`config.mk`:
```
export PLATFORM = sky130hd
export DESIGN_NAME = tbase_gen
export DESIGN_NICKNAME = d
export VERILOG_FILES = /design/src/rtl/tbase_pkg.sv /design/src/rtl/tbase_code_latch.sv /design/src/rtl/tbase_hr_div.sv /design/src/rtl/tbase_loop_div.sv /design/src/rtl/tbase_gen.sv
export SDC_FILE = /design/constraint.sdc
export NUM_CORES = 1
export LEC_CHECK = 0
export ABC_AREA = 0
export ABC_CLOCK_PERIOD_IN_PS = 4500
export BUFFER_PORTS_ARGS = -buffer_cell sky130_fd_sc_hd__buf_4
export CAP_MARGIN = 20
export CORE_AREA = 3 3 80 82
export DETAILED_ROUTE_END_ITERATION = 12
export DIE_AREA = 0 0 83 85
export GPL_ROUTABILITY_DRIVEN = 0
export PLACE_DENSITY_LB_ADDON = 0.1
export SYNTH_ARGS = -nofsm -noshare
export SYNTH_HDL_FRONTEND = slang
export SYNTH_HIERARCHICAL = 1
export SYNTH_SLANG_ARGS = --single-unit
```
`constraint.sdc`:
```
create_clock -name clk -period 4.5 [get_ports clk]
set_input_delay 0.9 -clock clk [delete_from_list [all_inputs] [get_ports clk]]
set_output_delay 0.9 -clock clk [all_outputs]
set_load 0.005 [all_outputs]
```
`src/rtl/tbase_pkg.sv`:
```
package tbase_pkg;
  // width of the loop tick counter for a given loop code width
  function automatic int lr_cnt_w(int code_w);
    int w;
    w = (1 << code_w) - 1;
    return (w < 1) ? 1 : w;
  endfunction

  // width able to hold (2**hr_w) * 2**(2**lr_w - 1)
  function automatic int slot_w(int hr_w, int lr_w);
    return hr_w + lr_cnt_w(lr_w) + 1;
  endfunction
endpackage

```
`src/rtl/tbase_code_latch.sv`:
```
module tbase_code_latch #(
  parameter int HR_CODE_W = 6,
  parameter int LR_CODE_W = 3,
  localparam int SLOT_W = tbase_pkg::slot_w(HR_CODE_W, LR_CODE_W)
) (
  input  logic                 clk,
  input  logic                 rst,
  input  logic                 load,
  input  logic [HR_CODE_W-1:0] hr_in,
  input  logic [LR_CODE_W-1:0] lr_in,
  output logic [HR_CODE_W-1:0] hr_act,
  output logic [LR_CODE_W-1:0] lr_act,
  output logic [SLOT_W-1:0]    slots
);
  logic [SLOT_W-1:0] base;
  logic [SLOT_W-1:0] next_slots;

  always_comb begin
    base       = SLOT_W'(hr_in) + SLOT_W'(1);
    next_slots = base << lr_in;
  end

  // reset and load both capture the live codes, so a run begun straight
  // out of reset uses the codes that were present during reset
  always_ff @(posedge clk) begin
    if (rst || load) begin
      hr_act <= hr_in;
      lr_act <= lr_in;
      slots  <= next_slots;
    end
  end
endmodule

```
`src/rtl/tbase_hr_div.sv`:
```
module tbase_hr_div #(
  parameter int CODE_W = 6
) (
  input  logic              clk,
  input  logic              rst,
  input  logic              en,
  input  logic [CODE_W-1:0] div_code,
  output logic              tick,
  output logic [CODE_W-1:0] phase,
  output logic              wrap
);
  // last cycle of the HR period: the register below raises tick next cycle
  assign wrap = en && (phase == div_code);

  always_ff @(posedge clk) begin
    if (rst || !en) begin
      phase <= '0;
      tick  <= 1'b0;
    end else begin
      tick  <= wrap;
      phase <= wrap ? '0 : phase + 1'b1;
    end
  end

  // the phase never runs past the active divide code
  a_r7_phase_bound: assert property (@(posedge clk) disable iff (rst)
    phase <= div_code);

  // a tick is always seen at phase zero
  a_r7_tick_phase: assert property (@(posedge clk) disable iff (rst)
    tick |-> (phase == '0));
endmodule

```
`src/rtl/tbase_loop_div.sv`:
```
module tbase_loop_div #(
  parameter int CODE_W = 3,
  localparam int CNT_W = tbase_pkg::lr_cnt_w(CODE_W)
) (
  input  logic              clk,
  input  logic              rst,
  input  logic              en,
  input  logic              hr_wrap,
  input  logic [CODE_W-1:0] div_code,
  output logic              loop_start,
  output logic              wrap
);
  logic [CNT_W-1:0] cnt;
  logic [CNT_W-1:0] shifted;
  logic [CNT_W-1:0] last;

  always_comb begin
    shifted = {CNT_W{1'b1}} << div_code;
    last    = ~shifted;
  end

  assign wrap = hr_wrap && (cnt == last);

  always_ff @(posedge clk) begin
    if (rst || !en) begin
      cnt        <= '0;
      loop_start <= 1'b0;
    end else begin
      loop_start <= wrap;
      if (hr_wrap) cnt <= wrap ? '0 : cnt + 1'b1;
    end
  end
endmodule

```
`src/rtl/tbase_gen.sv`:
```
module tbase_gen #(
  parameter int HR_CODE_W = 6,
  parameter int LR_CODE_W = 3,
  localparam int SLOT_W = tbase_pkg::slot_w(HR_CODE_W, LR_CODE_W)
) (
  input  logic                 clk,
  input  logic                 rst,
  input  logic                 en,
  input  logic [HR_CODE_W-1:0] hr_code,
  input  logic [LR_CODE_W-1:0] lr_code,
  output logic                 hr_tick,
  output logic                 loop_start,
  output logic [HR_CODE_W-1:0] hr_phase,
  output logic [SLOT_W-1:0]    slots
);
  logic [HR_CODE_W-1:0] hr_act;
  logic [LR_CODE_W-1:0] lr_act;
  logic                 hr_wrap;
  logic                 loop_wrap;
  logic                 load;

  // codes follow the inputs while idle and are taken only at loop end while running
  assign load = !en || loop_wrap;

  tbase_code_latch #(.HR_CODE_W(HR_CODE_W), .LR_CODE_W(LR_CODE_W)) i_latch (
    .clk(clk), .rst(rst), .load(load),
    .hr_in(hr_code), .lr_in(lr_code),
    .hr_act(hr_act), .lr_act(lr_act), .slots(slots)
  );

  tbase_hr_div #(.CODE_W(HR_CODE_W)) i_hr (
    .clk(clk), .rst(rst), .en(en), .div_code(hr_act),
    .tick(hr_tick), .phase(hr_phase), .wrap(hr_wrap)
  );

  tbase_loop_div #(.CODE_W(LR_CODE_W)) i_loop (
    .clk(clk), .rst(rst), .en(en), .hr_wrap(hr_wrap), .div_code(lr_act),
    .loop_start(loop_start), .wrap(loop_wrap)
  );

  // a loop start never appears without an HR tick
  a_r3_loop_on_tick: assert property (@(posedge clk) disable iff (rst)
    loop_start |-> hr_tick);

  // one cycle of disable silences both enables and clears the phase
  a_r6_idle_quiet: assert property (@(posedge clk) disable iff (rst)
    !en |=> (!hr_tick && !loop_start && hr_phase == '0));

  // while running, the slot budget moves only together with a loop start
  a_r5_slots_hold: assert property (@(posedge clk) disable iff (rst)
    ($past(en) && !$past(rst) && !loop_start) |-> $stable(slots));
endmodule

```
Word-level counts from Yosys, hierarchy flattened
Cells that the tools add are included.
{"block": "totals", "register_bits": 38, "latchBits": 0, "mem_bits_rw": 0, "rom_bits": 0, "inputBits": 12, "elab_cells": 23, "n_memories": 0}
{"block": "op_classes", "add_sub_neg": 3, "mul": 0, "n_div": 0, "magnitude_cmp": 0, "eq_ne": 2, "shifts": 2, "n_mux": 1, "bitwise_logic": 1, "n_reduce_logical": 7}
{"operator": "$shl A14 B3 Y14", "count": 1}
{"operator": "$add A6 B1 Y7 const B", "count": 1}
{"operator": "$add A7 B1 Y7 const B", "count": 1}
{"operator": "$eq A7 B7 Y1", "count": 1}
{"operator": "$mux W7", "count": 1}
{"operator": "$not A7 Y7", "count": 1}
{"operator": "$shl A7 B3 Y7 const A", "count": 1}
{"operator": "$add A6 B1 Y6 const B", "count": 1}
{"operator": "$eq A6 B6 Y1", "count": 1}
{"operator": "$logic_or A1 B1 Y1", "count": 3}
{"operator": "$logic_and A1 B1 Y1", "count": 2}
{"operator": "$reduce_or A2 Y1", "count": 1}
{"operator": "$logic_not A1 Y1", "count": 1}

Logic depth before layout (Yosys ltp)
Gate-level depths: netlist of the first run.
{"block": "depth", "word_depth": 6, "ltp_mapped": 8, "ltp_nobuf": 7}

By module
Netlist of the first run, hierarchy kept.
{"module": "tbase_code_latch", "instances": 1, "cells_per_inst": 127, "area_per_inst_um2": 1363.8}
{"module": "tbase_loop_div", "instances": 1, "cells_per_inst": 60, "area_per_inst_um2": 508.0}
{"module": "tbase_hr_div", "instances": 1, "cells_per_inst": 39, "area_per_inst_um2": 390.4}
{"module": "tbase_gen", "instances": 1, "cells_per_inst": 1, "area_per_inst_um2": 6.3}

Worst setup path before layout of the first run
No wires, ideal clock.
{"block": "synth_path", "path_type": "input-to-reg", "from": "input port en", "to": "register i_latch.hr_act[0], enable pin", "setup_ps": 355, "t_arrival_ps": 2335, "setup_slack_ps": 1810, "path_stages": 7, "path_buffers": 1, "cell_sequence": "and4_4 -> buf_6 -> and2_1 -> o211ai_1 -> nor3_4 -> nand2b_1 -> or2_2"}
{"block": "synth_between", "elab_chain_len": 4, "elab_cells_between_ends": 5}
{"element": "from (decl)", "line_no": "tbase_gen.sv:8", "source": "input logic en,"}
{"element": "$logic_and A1 B1 Y1", "line_no": "tbase_hr_div.sv:13", "source": "assign wrap = en && (phase == div_code);"}
{"element": "net hr_wrap", "line_no": "tbase_gen.sv:18", "source": "logic hr_wrap;"}
{"element": "$logic_and A1 B1 Y1", "line_no": "tbase_loop_div.sv:22", "source": "assign wrap = hr_wrap && (cnt == last);"}
{"element": "net loop_wrap", "line_no": "tbase_gen.sv:19", "source": "logic loop_wrap;"}
{"element": "$logic_or A1 B1 Y1", "line_no": "tbase_gen.sv:23", "source": "assign load = !en || loop_wrap;"}
{"element": "net load", "line_no": "tbase_gen.sv:20", "source": "logic load;"}
{"element": "$logic_or A1 B1 Y1", "line_no": "tbase_code_latch.sv:26", "source": "if (rst || load) begin"}
{"element": "to (signal assigned)", "line_no": "tbase_code_latch.sv:27", "source": "hr_act <= hr_in;"}
{"element": "to (decl)", "line_no": "tbase_code_latch.sv:11", "source": "output logic [HR_CODE_W-1:0] hr_act,"}
The timed path passes the listed nets, and every way through them passes these cells.
A chain may end at the register's enable or synchronous reset.

Final worst setup path of the first run
{"block": "layout_path", "from": "register i_hr.phase[2]", "to": "register i_latch.lr_act[0], enable pin"}
{"block": "layout_between", "elab_chain_len": 5}
{"element": "from (decl)", "line_no": "tbase_hr_div.sv:9", "source": "output logic [CODE_W-1:0] phase,"}
{"element": "from (signal assigned)", "line_no": "tbase_hr_div.sv:21", "source": "phase <= wrap ? '0 : phase + 1'b1;"}
{"element": "$eq A6 B6 Y1", "line_no": "tbase_hr_div.sv:13"}
{"element": "$logic_and A1 B1 Y1", "line_no": "tbase_hr_div.sv:13"}
{"element": "net hr_wrap", "line_no": "tbase_gen.sv:18"}
{"element": "$logic_and A1 B1 Y1", "line_no": "tbase_loop_div.sv:22"}
{"element": "net loop_wrap", "line_no": "tbase_gen.sv:19"}
{"element": "$logic_or A1 B1 Y1", "line_no": "tbase_gen.sv:23"}
{"element": "net load", "line_no": "tbase_gen.sv:20"}
{"element": "$logic_or A1 B1 Y1", "line_no": "tbase_code_latch.sv:26"}
{"element": "to (signal assigned)", "line_no": "tbase_code_latch.sv:28", "source": "lr_act <= lr_in;"}
{"element": "to (decl)", "line_no": "tbase_code_latch.sv:12", "source": "output logic [LR_CODE_W-1:0] lr_act,"}
The timed path passes the listed nets, and every way through them passes these cells.

==> summary.md, run 1 <==
| Metric | Value |
|---|---|
| Startpoint Class | `register` |
| Final clock skew | `10.06 ps` |
| Max Cap Viol | `0` |
| Chip height | `85 um` |
| Setup TNS | `0 ps` |
| H-tree levels | `2` |
| Crit-path max FO | `23` |
| Hold path depth | `2` |
| Final worst-path cycle share | `61.44%` |
| Num Clock Sinks | `38` |
| # DRC | `0` |
| Initial DRC Count | `61` |
| Post-synthesis adder-cell area fraction | `1.655%` |
| Max-slew headroom | `roughly two thirds` |
| CP Class | `register to register` |
| Most common cell on crit path | `nor3_4` |
| Crit path cell chain | `xor2_1 > nor3_4 > and2_1 > o211ai_1 > nor3_4 > nand2b_1 > or2_2` |
| CP endpoint kind | `register` |
| Multi-input gate area in the final layout | `1142 um^2` |
| Initial antenna violation count | `0` |
| Sequential share of the synthesized area | `43.68%` |
| Hold Path Class | `register to register` |
| Worst skew pair latency | `280 ps` |
| CP Depth | `7` |
| Flop-to-flop setup slack | `about 1700 ps` |
| Max stage delay cell, worst path | `dfxtp_1` |
| Yosys warning count | `6` |
| Share of cells above drive strength 1 | `20.32%` |
| Peak VDD IR | `127.6 uV` |
| Crit path largest cell delay | `approximately 480 ps` |
| Min-delay src | `i_loop/cnt[1]` |
| ANT cells | `0` |
| CTS tree | `done` |
| Compound-Gate Fraction of Synth Area | `17.71%` |
| Post-Syn Area per Cell | `9.993 um^2` |
| Post-DP Area | `2501 um^2` |
| Post-synthesis mux area share | `1.931%` |
| Fill count | `roughly 590` |
| IO Pins | `34` |
| Worst Path Arrival | `~2700 ps` |
| Die width | `83 um` |
| Data required time of the worst path | `about 4400 ps` |
| # hold bufs at CTS | `0` |
| Placed wire-length estimate | `3562 um` |
| Syn Inst Count | `227` |
| Post-Syn Area | `2268 um^2` |
| Final antenna-violating net count | `0` |
| Layout Cell Area excl Fill | `2592 um^2` |
| Longest Clk Path Bufs | `2` |
| Max Transition Viols Final | `0` |
| TritonCTS Buffers | `5` |
| Row cnt | `28` |
| CTS Root Cell | `clkbuf_8` |
| RR Endpoint | `i_latch/lr_act[0]` |
| Highest clock rate | `~0.36 GHz` |
| Worst Path Buf+Inv | `0` |
| Core ar. | `5816 um^2` |
| Fin crit period | `2765 ps` |
| Simple-gate area share of the yosys netlist | `21.73%` |
| Initial core utilization | `39.01%` |
| CP delay by family, top | `simple AND/OR/NAND/NOR gates` |
| Ys flop type | `edfxtp_1` |
| Worst reg2reg path depth | `7` |
| Resize count post-CTS | `0` |
| Asr flop ratio synth | `0%` |
| Fin nets | `approximately 270` |
| I/O Buffers | `33` |
| First-pass GRT wire length | `8045 um` |
| Worst R2R Start | `i_hr/phase[2]` |
| Clk slew on worst S/H paths | `~70 ps` |
| Slew @ Worst Pin | `roughly 480 ps` |
| Drt wl/cell | `14.52 um` |
| Vias in the first global route | `1640` |
| Largest family of logic cells by synthesized area | `simple AND/OR/NAND/NOR gates` |
| Synth unique cells | `a little over 60` |
| Synthesis-to-finish area growth | `14.29%` |
| Vias per cell | `5.368` |
| # Post-CTS Setup Buffers | `0` |
| Synth Area in XOR/XNOR | `7.336%` |
| Largest net degree at the start of global routing | `28` |
| DRT Pass-1 Iters | `4` |
| Final Hold Fails | `0` |
| # setup viols final | `0` |
| Worst hold endpoint | `i_loop/cnt[1]` |
| Detailed Route WL | `roughly 4700 um` |
| Register area | `991.0 um^2` |
| Pwr/cell area | `294.5 nW/um^2` |
| Number of synthesized flops with an enable pin | `23` |
| Routed via count | `1750` |
| Setup repair after global routing missed its margin | `no` |
| Synthesis-stage register bit count | `38` |
| Status | `finished, final reports clean` |
| GRT Util Overall | `13.82%` |
| Syn Nets | `242` |
| Die area | `7055 um^2` |
| Static Leak | `0.9587 nW` |
| Total gr overflow | `0` |
## power breakdown
part	switching [mW]	internal, mW	leakage [nW]	total [mW]
Sequential	0.0137	0.395	0.361	0.408
Clock	0.109	0.123	0.0482	0.232
Combinational	0.0653	0.0574	0.549	0.123
Total	0.188	0.576	0.959	0.764
## final cells by class
type	instances	share of cell area [%]
multi-input cells	165	44.06
flip-flops and latches	38	38.22
repair buffers	33	9.556
well taps	75	3.620
clock buffers	7	3.330
inverters	7	1.014
clock inverters	1	0.1930
## through the flow
stage	setup WS [ps]	utilization [%]	cells	hold WS, ps	power, mW
finish	1735	44.58	326	544.1	0.7636
global route	1451	44.58	326	573.8	0.8069
CTS	1696	44.58	326	548.5	0.7734
detailed placement	1452	43.01	318	537.2	0.5407
global placement	1480	43.01	318	537.6	0.5400
floorplan	1810	-	227	495.6	0.4958
## cells in the final DEF (no fill, tap or decap), drive strengths merged, types with 2 or more instances in the layout
master / synthesis / routed
ha: 3 / 3
nand3: 9 / 9
nand2b: 6 / 6
or2: 2 / 2
and3: 2 / 2
buf: 10 / 33
o2111ai: 2 / 2
xor2: 10 / 10
or3: 2 / 2
xnor2: 9 / 9
a211oi: 5 / 5
edfxtp: 23 / 23
nand4: 3 / 3
o211ai: 3 / 3
inv: 7 / 7
nor2b: 7 / 7
nand3b: 3 / 3
nor4: 2 / 2
a2111oi: 2 / 2
and4: 4 / 4
nand2: 12 / 12
a21oi: 14 / 14
o221ai: 2 / 2
dfxtp: 15 / 15
nor2: 14 / 14
o22ai: 3 / 3
o21a: 2 / 2
clkbuf: 7 / 7
nor3: 11 / 11
o31ai: 2 / 2
o21ai: 8 / 8
## worst max path at each step
stage / from / end / slack, ps
floorplan: en / i_latch/hr_act[0] / 1810
global placement: en / i_latch/slots[6] / 1480
detailed placement: en / i_latch/slots[6] / 1450
CTS: i_hr/phase[2] / i_latch/lr_act[2] / 1700
global route: i_hr/phase[2] / i_latch/lr_act[0] / 1450
finish: i_hr/phase[2] / i_latch/lr_act[0] / 1740
## registers in the layout, indices dropped and copies added (netlist names)
| register | flops |
|---|---|
| i_latch/slots | 14 |
| i_loop/cnt | 7 |
| i_hr/phase | 6 |
| i_latch/hr_act | 6 |
| i_latch/lr_act | 3 |
| i_hr/tick | 1 |
| i_loop/loop_start | 1 |
## cells in the mapped netlist, types with 6 or more instances
cell type / n / share of area [%]
nand2b_1: 6 / 1.7
inv_1: 7 / 1.2
a21oi_1: 14 / 3.1
dfxtp_1: 15 / 13
edfxtp_1: 23 / 30
xnor2_1: 9 / 3.5
nor2b_1: 6 / 1.7
nand3_1: 9 / 2.0
nor2_1: 14 / 2.3
xor2_1: 10 / 3.9
clkbuf_1: 7 / 1.2
nand2_1: 12 / 2.0
nor3_1: 9 / 2.0
## worst min-delay path: stages (launching register included)
cell	delay, ps
dfxtp_1	360
nand2b_1	90
a21oi_1	50
## per-layer routing
metal  routed length [um]  up-vias  global-route usage, %
met5                    0        -                      0
met4                   25        0                  3.566
met3                  140        2                  2.621
met2                 2345       24                  23.76
met1                 2221      828                  17.95
li1                     -      896                      -
## cells by family (layout without fill, tap and decap cells)
family | after synthesis | count (layout)
flops | 38 | 38
mux | 3 | 3
compound gates | 57 | 57
buf+inv | 24 | 48
simple gates | 83 | 83
fa+ha+maj | 3 | 3
xor+xnor | 19 | 19
No activity file was read; power rests on OpenSTA's default activity.
==> run 2, diff against run 1 <==
--- a/config.mk
+++ b/config.mk
@@ -5,13 +5,13 @@
 export SDC_FILE = /design/constraint.sdc
 export NUM_CORES = 1
 export LEC_CHECK = 0
-export ABC_AREA = 0
-export ABC_CLOCK_PERIOD_IN_PS = 4500
+export ABC_AREA = 1
+export ABC_CLOCK_PERIOD_IN_PS = 2270
 export BUFFER_PORTS_ARGS = -buffer_cell sky130_fd_sc_hd__buf_4
 export CAP_MARGIN = 20
-export CORE_AREA = 3 3 80 82
+export CORE_AREA = 3 3 76 78
 export DETAILED_ROUTE_END_ITERATION = 12
-export DIE_AREA = 0 0 83 85
+export DIE_AREA = 0 0 79 81
 export GPL_ROUTABILITY_DRIVEN = 0
 export PLACE_DENSITY_LB_ADDON = 0.1
 export SYNTH_ARGS = -nofsm -noshare
==> constraint.sdc (replaced) <==
create_clock -name clk -period 2.27 [get_ports clk]
set_input_delay 0.454 -clock clk [delete_from_list [all_inputs] [get_ports clk]]
set_output_delay 0.454 -clock clk [all_outputs]
set_load 0.005 [all_outputs]
==> run 2 against run 1 <==
Effect of this change:
- sequential share of layout area is 1.1 points higher
- flip-flop and latch count stayed put
- non-clock buffer count is 3 higher
- fmax is 36% higher
- clock skew is 4.8 ps lower
- global-route usage is 0.17 points higher
- critical path type unchanged
- largest cell class is now sequential cells
==> summary.md, run 2 <==
| Metric | Value |
|---|---|
| Switching part of the total | `22.64% (-2.0 points)` |
| IO Pins | `34 (unchanged)` |
| # setup viols final | `0 (unchanged)` |
| Yosys top cell by area | `edfxtp_1` |
| Final Hold Fails | `0 (unchanged)` |
| DRT Pass-1 Iters | `4 (unchanged)` |
| Total power | `1.679 mW (+120%)` |
| Chip height | `81 um (-4.7%)` |
| Total gr overflow | `0 (unchanged)` |
| H-tree levels | `2 (unchanged)` |
| CTS tree | `done` |
| First-pass GRT wire length | `6975 um (-13%)` |
| Slew @ Worst Pin | `350.2 ps (-133.4 ps)` |
| Share of cells above drive strength 1 | `18.57% (-1.8 points)` |
| Status | `finished, final reports clean` |
| Final worst slack | `230.2 ps (-1505 ps)` |
| Fin nets | `321 (+21%)` |
| Top Registers | `i_latch/slots x14, i_loop/cnt x7` |
| # Post-CTS Setup Buffers | `0 (unchanged)` |
| Worst Path Buf+Inv | `5 (+5)` |
| Initial antenna violation count | `0 (unchanged)` |
| Row cnt | `26 (-7.1%)` |
| Proportion of power drawn by the clock network | `39.5% (+9.1 points)` |
| Detailed Route WL | `4092 um (-14%)` |
| # DRC | `0 (unchanged)` |
| Share of power burned in registers | `47.9% (-5.6 points)` |
| Placed wire-length estimate | `3074 um (-14%)` |
| Final clock skew | `5.261 ps (-4.798 ps)` |
| Ranking of synthesized cells by area | `edfxtp_1 34%, dfxtp_1 15%, nand2_1 15%` |
| Setup repair after global routing missed its margin | `no` |
| Die area | `6399 um^2 (-9.3%)` |
| Startpoint Class | `register` |
| Syn Nets | `281 (+16%)` |
| Clk slew on worst S/H paths | `70 ps (about the same)` |
| Max Transition Viols Final | `0 (unchanged)` |
| DR WL met3 | `122 um (-13%)` |
| CP delay by family, top | `simple AND/OR/NAND/NOR gates` |
| Die width | `79 um (-4.8%)` |
| Max stage delay cell, worst path | `dfxtp_1` |
| # hold bufs at CTS | `0 (unchanged)` |
| Initial core utilization | `39.75% (+0.75 points)` |
| Net Sw Power | `380.0 uW (+100%)` |
| Final core occ | `49.08% (+4.5 points)` |
| Crit path cell chain | `inv_1 > nand2_1 > nand3_1 > nor2_1 > nand2_1 > inv_1 > nand2_1 > nor2_1 > nand2_1 > nor2_2 > nand3_2 > inv_1 > inv_1 > nand2_1 > or2_2 > buf_12` |
| Hold_ws | `373.1 ps (-171.0 ps)` |
| Met2 WL | `1911 um (-19%)` |
| Hold Path Class | `primary input to register` |
| Worst Path Arrival | `2040 ps (-640 ps)` |
| Share of the synthesized area in the top cell type | `33.80% (+3.4 points)` |
| Post-Syn Area per Cell | `7.681 um^2 (-23%)` |
| Initial DRC Count | `60 (-1.6%)` |
| Drt wl/cell | `10.85 um (-25%)` |
| Combinational share of power | `12.6% (-3.5 points)` |
| Static Leak | `1.179 nW (+23%)` |
| Synthesis-to-finish area growth | `23.45%` |
| Wire length on met1 | `2034 um (-8.4%)` |
| DP Worst Slack | `162.3 ps (-1290 ps)` |
| Synth unique cells | `29 (-52%)` |
| Setup TNS | `0 ps (unchanged)` |
| Crit-path max FO | `23 (unchanged)` |
| I/O Buffers | `33 (unchanged)` |
| Data required time of the worst path | `2270 ps (-2150 ps)` |
| Longest Clk Path Bufs | `2 (unchanged)` |
| Syn Inst Count | `266 (+17%)` |
| Most frequent cell after synthesis | `nand2_1` |
| Sequential share of the synthesized area | `48.50% (+4.8 points)` |
| Most frequent cells in the layout | `79 x nand2_1, 37 x inv_1, 36 x nor2_1` |
| Vias in the first global route | `1607 (-2.0%)` |
| ANT cells | `0 (unchanged)` |
| Ys flop type | `edfxtp_1` |
| Max-slew headroom | `76.41% (+9.5 points)` |
| Num Clock Sinks | `38 (unchanged)` |
| Routed via count | `1726 (-1.4%)` |
| Max FFs per register | `14 (unchanged)` |
| Asr flop ratio synth | `0% (unchanged)` |
| Final antenna-violating net count | `0 (unchanged)` |
| Yosys warning count | `6 (unchanged)` |
| Largest net degree at the start of global routing | `24 (-14%)` |
| Highest clock rate | `0.4902 GHz (+36%)` |
| Peak VDD IR | `340.8 uV (+170%)` |
| Pwr/cell area | `665.4 nW/um^2 (+130%)` |
| TritonCTS Buffers | `5 (unchanged)` |
| Synthesis-stage register bit count | `38 (unchanged)` |
| Post-Syn Area | `2043 um^2 (-9.9%)` |
| Synth top cells by count | `79 x nand2_1, 37 x inv_1, 36 x nor2_1` |
| Max layer used | `met4` |
| Biggest register | `i_latch/slots` |
| CP Class | `register to register` |
| CP endpoint kind | `register` |
| Vias per cell | `4.578 (-15%)` |
| Most common cell on crit path | `nand2_1` |
| Crit path largest cell delay | `440 ps (-40 ps)` |
| Final worst-path cycle share | `89.86% (+28 points)` |
| Core ar. | `5140 um^2 (-12%)` |
| GRT Util Overall | `13.99% (+0.17 points)` |
| Number of synthesized flops with an enable pin | `23 (unchanged)` |
| Fin crit period | `2040 ps (-725.2 ps)` |
| CTS Root Cell | `clkbuf_8` |
| Max Cap Viol | `0 (unchanged)` |
| Most common cell after layout, fill and taps aside | `nand2_1` |
| Int Pwr | `1.298 mW (+130%)` |
| Resize count post-CTS | `0 (unchanged)` |
| Worst skew pair latency | `290 ps (about the same)` |
run 2: cell type report:
cell class / count / area (um^2)
inverters: 40 / 150.1
well taps: 70 / 87.58
clock buffers: 7 / 107.6
fillers: 548 / 2618
repair buffers: 36 / 282.8
multi-input cells: 185 / 873.3
flip-flops and latches: 38 / 991.0
clock inverters: 1 / 30.03
run 2: power by group through the flow:
stage / clock network (mW) / registers [mW] / logic (mW)
after floorplan: 0 / 0.819 / 0.115
after global placement: 0 / 0.820 / 0.213
after detailed placement: 0 / 0.821 / 0.213
after CTS: 0.686 / 0.805 / 0.213
after global routing: 0.713 / 0.811 / 0.239
final: 0.663 / 0.804 / 0.211
run 2: worst reg2reg max path, delay by kind of cell (launching register included):
kind	cells	cell delay, ps
and+or+nand+nor	11	900
DFF	1	440
buffers and inverters	5	420
run 2: final timing paths:
| kind | to | cells after the start | startpoint | slack [ps] |
|---|---|---|---|---|
| min | i_latch/hr_act[5] | 1 | hr_code[5] | 370 |
| max | i_latch/slots[0] | 16 | i_hr/phase[2] | 230 |
| max reg2reg | i_latch/slots[0] | 16 | i_hr/phase[2] | 230 |
| min reg2reg | i_hr/phase[0] | 1 | i_hr/phase[0] | 490 |
run 2: per-stage QoR:
step	cell area, um^2	instances
finish	2522	377
CTS	2522	377
detailed placement	2385	369
global route	2522	377
global placement	2385	369
floorplan	2043	266
run 2: cells by family (layout without fill, tap and decap cells):
family | Yosys count | after routing | synth area share, %
simple gates | 163 | 163 | 34.29
xor+xnor | 8 | 8 | 3.429
buf+inv | 43 | 84 | 8.756
compound gates | 11 | 11 | 3.184
fa+ha+maj | 3 | 3 | 1.837
flops | 38 | 38 | 48.50
run 2: layer usage:
metal  GRT usage, %  vias to the layer above
li1               -                      922
met1          17.29                      777
met2          23.06                       25
met3          3.991                        2
met4          5.670                        0
met5              0                        -
==> run 3, diff against run 2 <==
--- a/config.mk
+++ b/config.mk
@@ -9,9 +9,11 @@
 export ABC_CLOCK_PERIOD_IN_PS = 2270
 export BUFFER_PORTS_ARGS = -buffer_cell sky130_fd_sc_hd__buf_4
 export CAP_MARGIN = 20
-export CORE_AREA = 3 3 76 78
+export CELL_PAD_IN_SITES_DETAIL_PLACEMENT = 0
+export CELL_PAD_IN_SITES_GLOBAL_PLACEMENT = 1
+export CORE_AREA = 5 5 81 83
 export DETAILED_ROUTE_END_ITERATION = 12
-export DIE_AREA = 0 0 79 81
+export DIE_AREA = 0 0 86 88
 export GPL_ROUTABILITY_DRIVEN = 0
 export PLACE_DENSITY_LB_ADDON = 0.1
 export SYNTH_ARGS = -nofsm -noshare
==> run 3 against run 2 <==
Effect of this change:
- routed wire length up 14%
- cell area down 0.40%
- non-clock buffer count up 1
- cell count up 1.6%
- register-to-register slack better by 30 ps
- worst hold slack worse by 1.8 ps
- sequential share of layout area up 0.36 points
- first-iteration DRC count up 30%
- sequential power about the same
- die area up 18%
- combinational power about the same
- critical path type unchanged
- critical endpoint is now i_latch/hr_act[3]
==> summary.md, run 3 (synthesized netlist as in run 2, its figures left out) <==
| Metric | Value |
|---|---|
| # hold bufs at CTS | `0 (unchanged)` |
| Startpoint Class | `register` |
| Largest net degree at the start of global routing | `24 (unchanged)` |
| Most common cell after layout, fill and taps aside | `nand2_1` |
| Drt wl/cell | `12.15 um (+12%)` |
| Initial core utilization | `35.35% (-4.4 points)` |
| Final antenna-violating net count | `0 (unchanged)` |
| Placed wire-length estimate | `3541 um (+15%)` |
| Total gr overflow | `0 (unchanged)` |
| Worst setup endpoint | `i_latch/hr_act[3]` |
| Max stage delay cell, worst path | `dfxtp_2` |
| Static Leak | `1.175 nW (-0.37%)` |
| Max Transition Viols Final | `0 (unchanged)` |
| Status | `finished, final reports clean` |
| # Post-CTS Setup Buffers | `0 (unchanged)` |
| Vias in the first global route | `1576 (-1.9%)` |
| H-tree levels | `2 (unchanged)` |
| # setup viols final | `0 (unchanged)` |
| CP endpoint kind | `register` |
| Final clock skew | `7.662 ps (+2.402 ps)` |
| RR Endpoint | `i_latch/hr_act[3]` |
| Num Clock Sinks | `38 (unchanged)` |
| Most frequent cells in the layout | `79 x nand2_1, 37 x inv_1, 36 x nor2_1, 36 x buf_4, 31 x nand3_1` |
| DRT Pass-1 Iters | `4 (unchanged)` |
| Final Hold Fails | `0 (unchanged)` |
| Pwr/cell area | `631.9 nW/um^2 (-5.0%)` |
| Row cnt | `28 (+7.7%)` |
| Max FFs per register | `14 (unchanged)` |
| Core ar. | `5781 um^2 (+12%)` |
| Setup repair after global routing missed its margin | `no` |
| First-pass GRT wire length | `7652 um (+9.7%)` |
| I/O Buffers | `33 (unchanged)` |
| ANT cells | `0 (unchanged)` |
| Die area | `7568 um^2 (+18%)` |
| Combinational share of power | `13.5% (+0.9 points)` |
| Fin crit period | `2011 ps (-28.59 ps)` |
| Fill count | `634 (+16%)` |
| GRT Util Overall | `13.04% (-0.96 points)` |
| CP Depth | `18 (+2)` |
| Worst Path Buf+Inv | `6 (+1)` |
| Peak VDD IR | `238.5 uV (-30%)` |
| TritonCTS Buffers | `5 (unchanged)` |
| Setup TNS | `0 ps (unchanged)` |
| Initial DRC Count | `78 (+30%)` |
| Min-delay src | `hr_code[5]` |
| CP delay by family, top | `simple AND/OR/NAND/NOR gates` |
| Data required time of the worst path | `2260 ps (about the same)` |
| Die width | `86 um (+8.9%)` |
| Int Pwr | `1.198 mW (-7.7%)` |
| Top Registers | `i_latch/slots x14, i_loop/cnt x7` |
| Worst R2R Start | `i_hr/phase[0]` |
| Crit-path max FO | `23 (unchanged)` |
| Crit path cell chain | `inv_1 > nand2_1 > nand2_1 > inv_1 > nand2_1 > nor2_1 > nand2_1 > inv_1 > nand2_1 > nor2_1 > nand2_1 > nor2_2 > nand3_2 > inv_1 > inv_1 > nand2_1 > or2_2 > buf_12` |
| Clk slew on worst S/H paths | `80 ps (about the same)` |
| Biggest register | `i_latch/slots` |
| Detailed Route WL | `4652 um (+14%)` |
| Synthesis-to-finish area growth | `22.96%` |
| Longest Clk Path Bufs | `2 (unchanged)` |
| Final worst-path cycle share | `88.60% (-1.3 points)` |
| Max-slew headroom | `75.17% (-1.2 points)` |
| Share of cells above drive strength 1 | `20.13% (+1.6 points)` |
| Highest clock rate | `0.4972 GHz (+1.4%)` |
| CTS tree | `done` |
| Worst skew pair latency | `290 ps (about the same)` |
| Proportion of power drawn by the clock network | `35.7% (-3.8 points)` |
| Final core occ | `43.46% (-5.6 points)` |
| Max Cap Viol | `0 (unchanged)` |
| Chip height | `88 um (+8.6%)` |
| Resize count post-CTS | `0 (unchanged)` |
| Fin nets | `322 (+0.31%)` |
| CP Class | `register to register` |
| Share of power burned in registers | `50.8% (+2.9 points)` |
| CTS Root Cell | `clkbuf_8` |
| Crit path largest cell delay | `390 ps (-50 ps)` |
| Vias per cell | `4.569 (-0.20%)` |
| Hold Path Class | `primary input to register` |
| Switching part of the total | `24.52% (+1.9 points)` |
| Initial antenna violation count | `0 (unchanged)` |
| Slew @ Worst Pin | `368.6 ps (+18.44 ps)` |
| IO Pins | `34 (unchanged)` |
| Routed via count | `1750 (+1.4%)` |
| Most common cell on crit path | `nand2_1` |
| Worst Path Arrival | `2000 ps (-40 ps)` |
| Worst reg2reg path depth | `18 (+2)` |
| Critical Path Start | `i_hr/phase[0]` |
| # DRC | `0 (unchanged)` |
| Net Sw Power | `389.3 uW (+2.4%)` |
| Flop-to-flop setup slack | `260 ps (+30 ps)` |
[run 3: changes by cell type in the layout (fill, tap and decap cells not counted), sizes merged]
cell,before,now
clkinv,1,3
clkbuf,7,5
buf,36,37
[run 3: how the worst min path moves through the flow]
stage	to	cells past startpoint
floorplan	i_hr/phase[0]	1
CTS	i_latch/hr_act[5]	1
detailed placement	i_hr/phase[0]	1
global route	i_latch/hr_act[5]	1
global placement	i_hr/phase[0]	1
finish	i_latch/hr_act[5]	1
[run 3: metal layers]
layer | part of all wire [%] | global-route usage, % | vias to the layer above
met2 | 47 | 20.88 | 25
met1 | 48 | 17.11 | 788
met3 | 3.8 | 3.198 | 6
met4 | 1.3 | 4.748 | 0
met5 | 0 | 0 | -
li1 | - | - | 931
[run 3: area by class of cell]
| class | count | area, um^2 | share of cell area (%) |
|---|---|---|---|
| Sequential cell | 38 | 996.0 | 39.64 |
| Multi-Input combinational cell | 185 | 873.3 | 34.76 |
| Timing Repair Buffer | 37 | 290.3 | 11.55 |
| Inverter | 40 | 150.1 | 5.976 |
| Tap cell | 75 | 93.84 | 3.735 |
| Clock buffer | 5 | 68.82 | 2.739 |
| Clock inverter | 3 | 40.04 | 1.594 |
[run 3: power groups by stage]
stage	logic, mW	registers [mW]	clock network, mW
2_1_floorplan	0.115	0.819	0
3_3_place_gp	0.217	0.823	0
3_5_place_dp	0.217	0.823	0
4_1_cts	0.218	0.808	0.585
5_1_grt	0.243	0.813	0.614
6_report	0.214	0.807	0.567
[run 3: through the flow]
step	area (um^2)	instances	power (mW)	setup WS (ps)	hold WS, ps
3_3_place_gp	2399	375	1.041	189.3	488.8
2_1_floorplan	2043	266	0.9341	130.0	466.2
4_1_cts	2507	383	1.611	176.9	363.2
3_5_place_dp	2399	375	1.040	145.0	497.4
5_1_grt	2512	383	1.671	26.16	360.1
6_report	2512	383	1.588	258.8	371.3
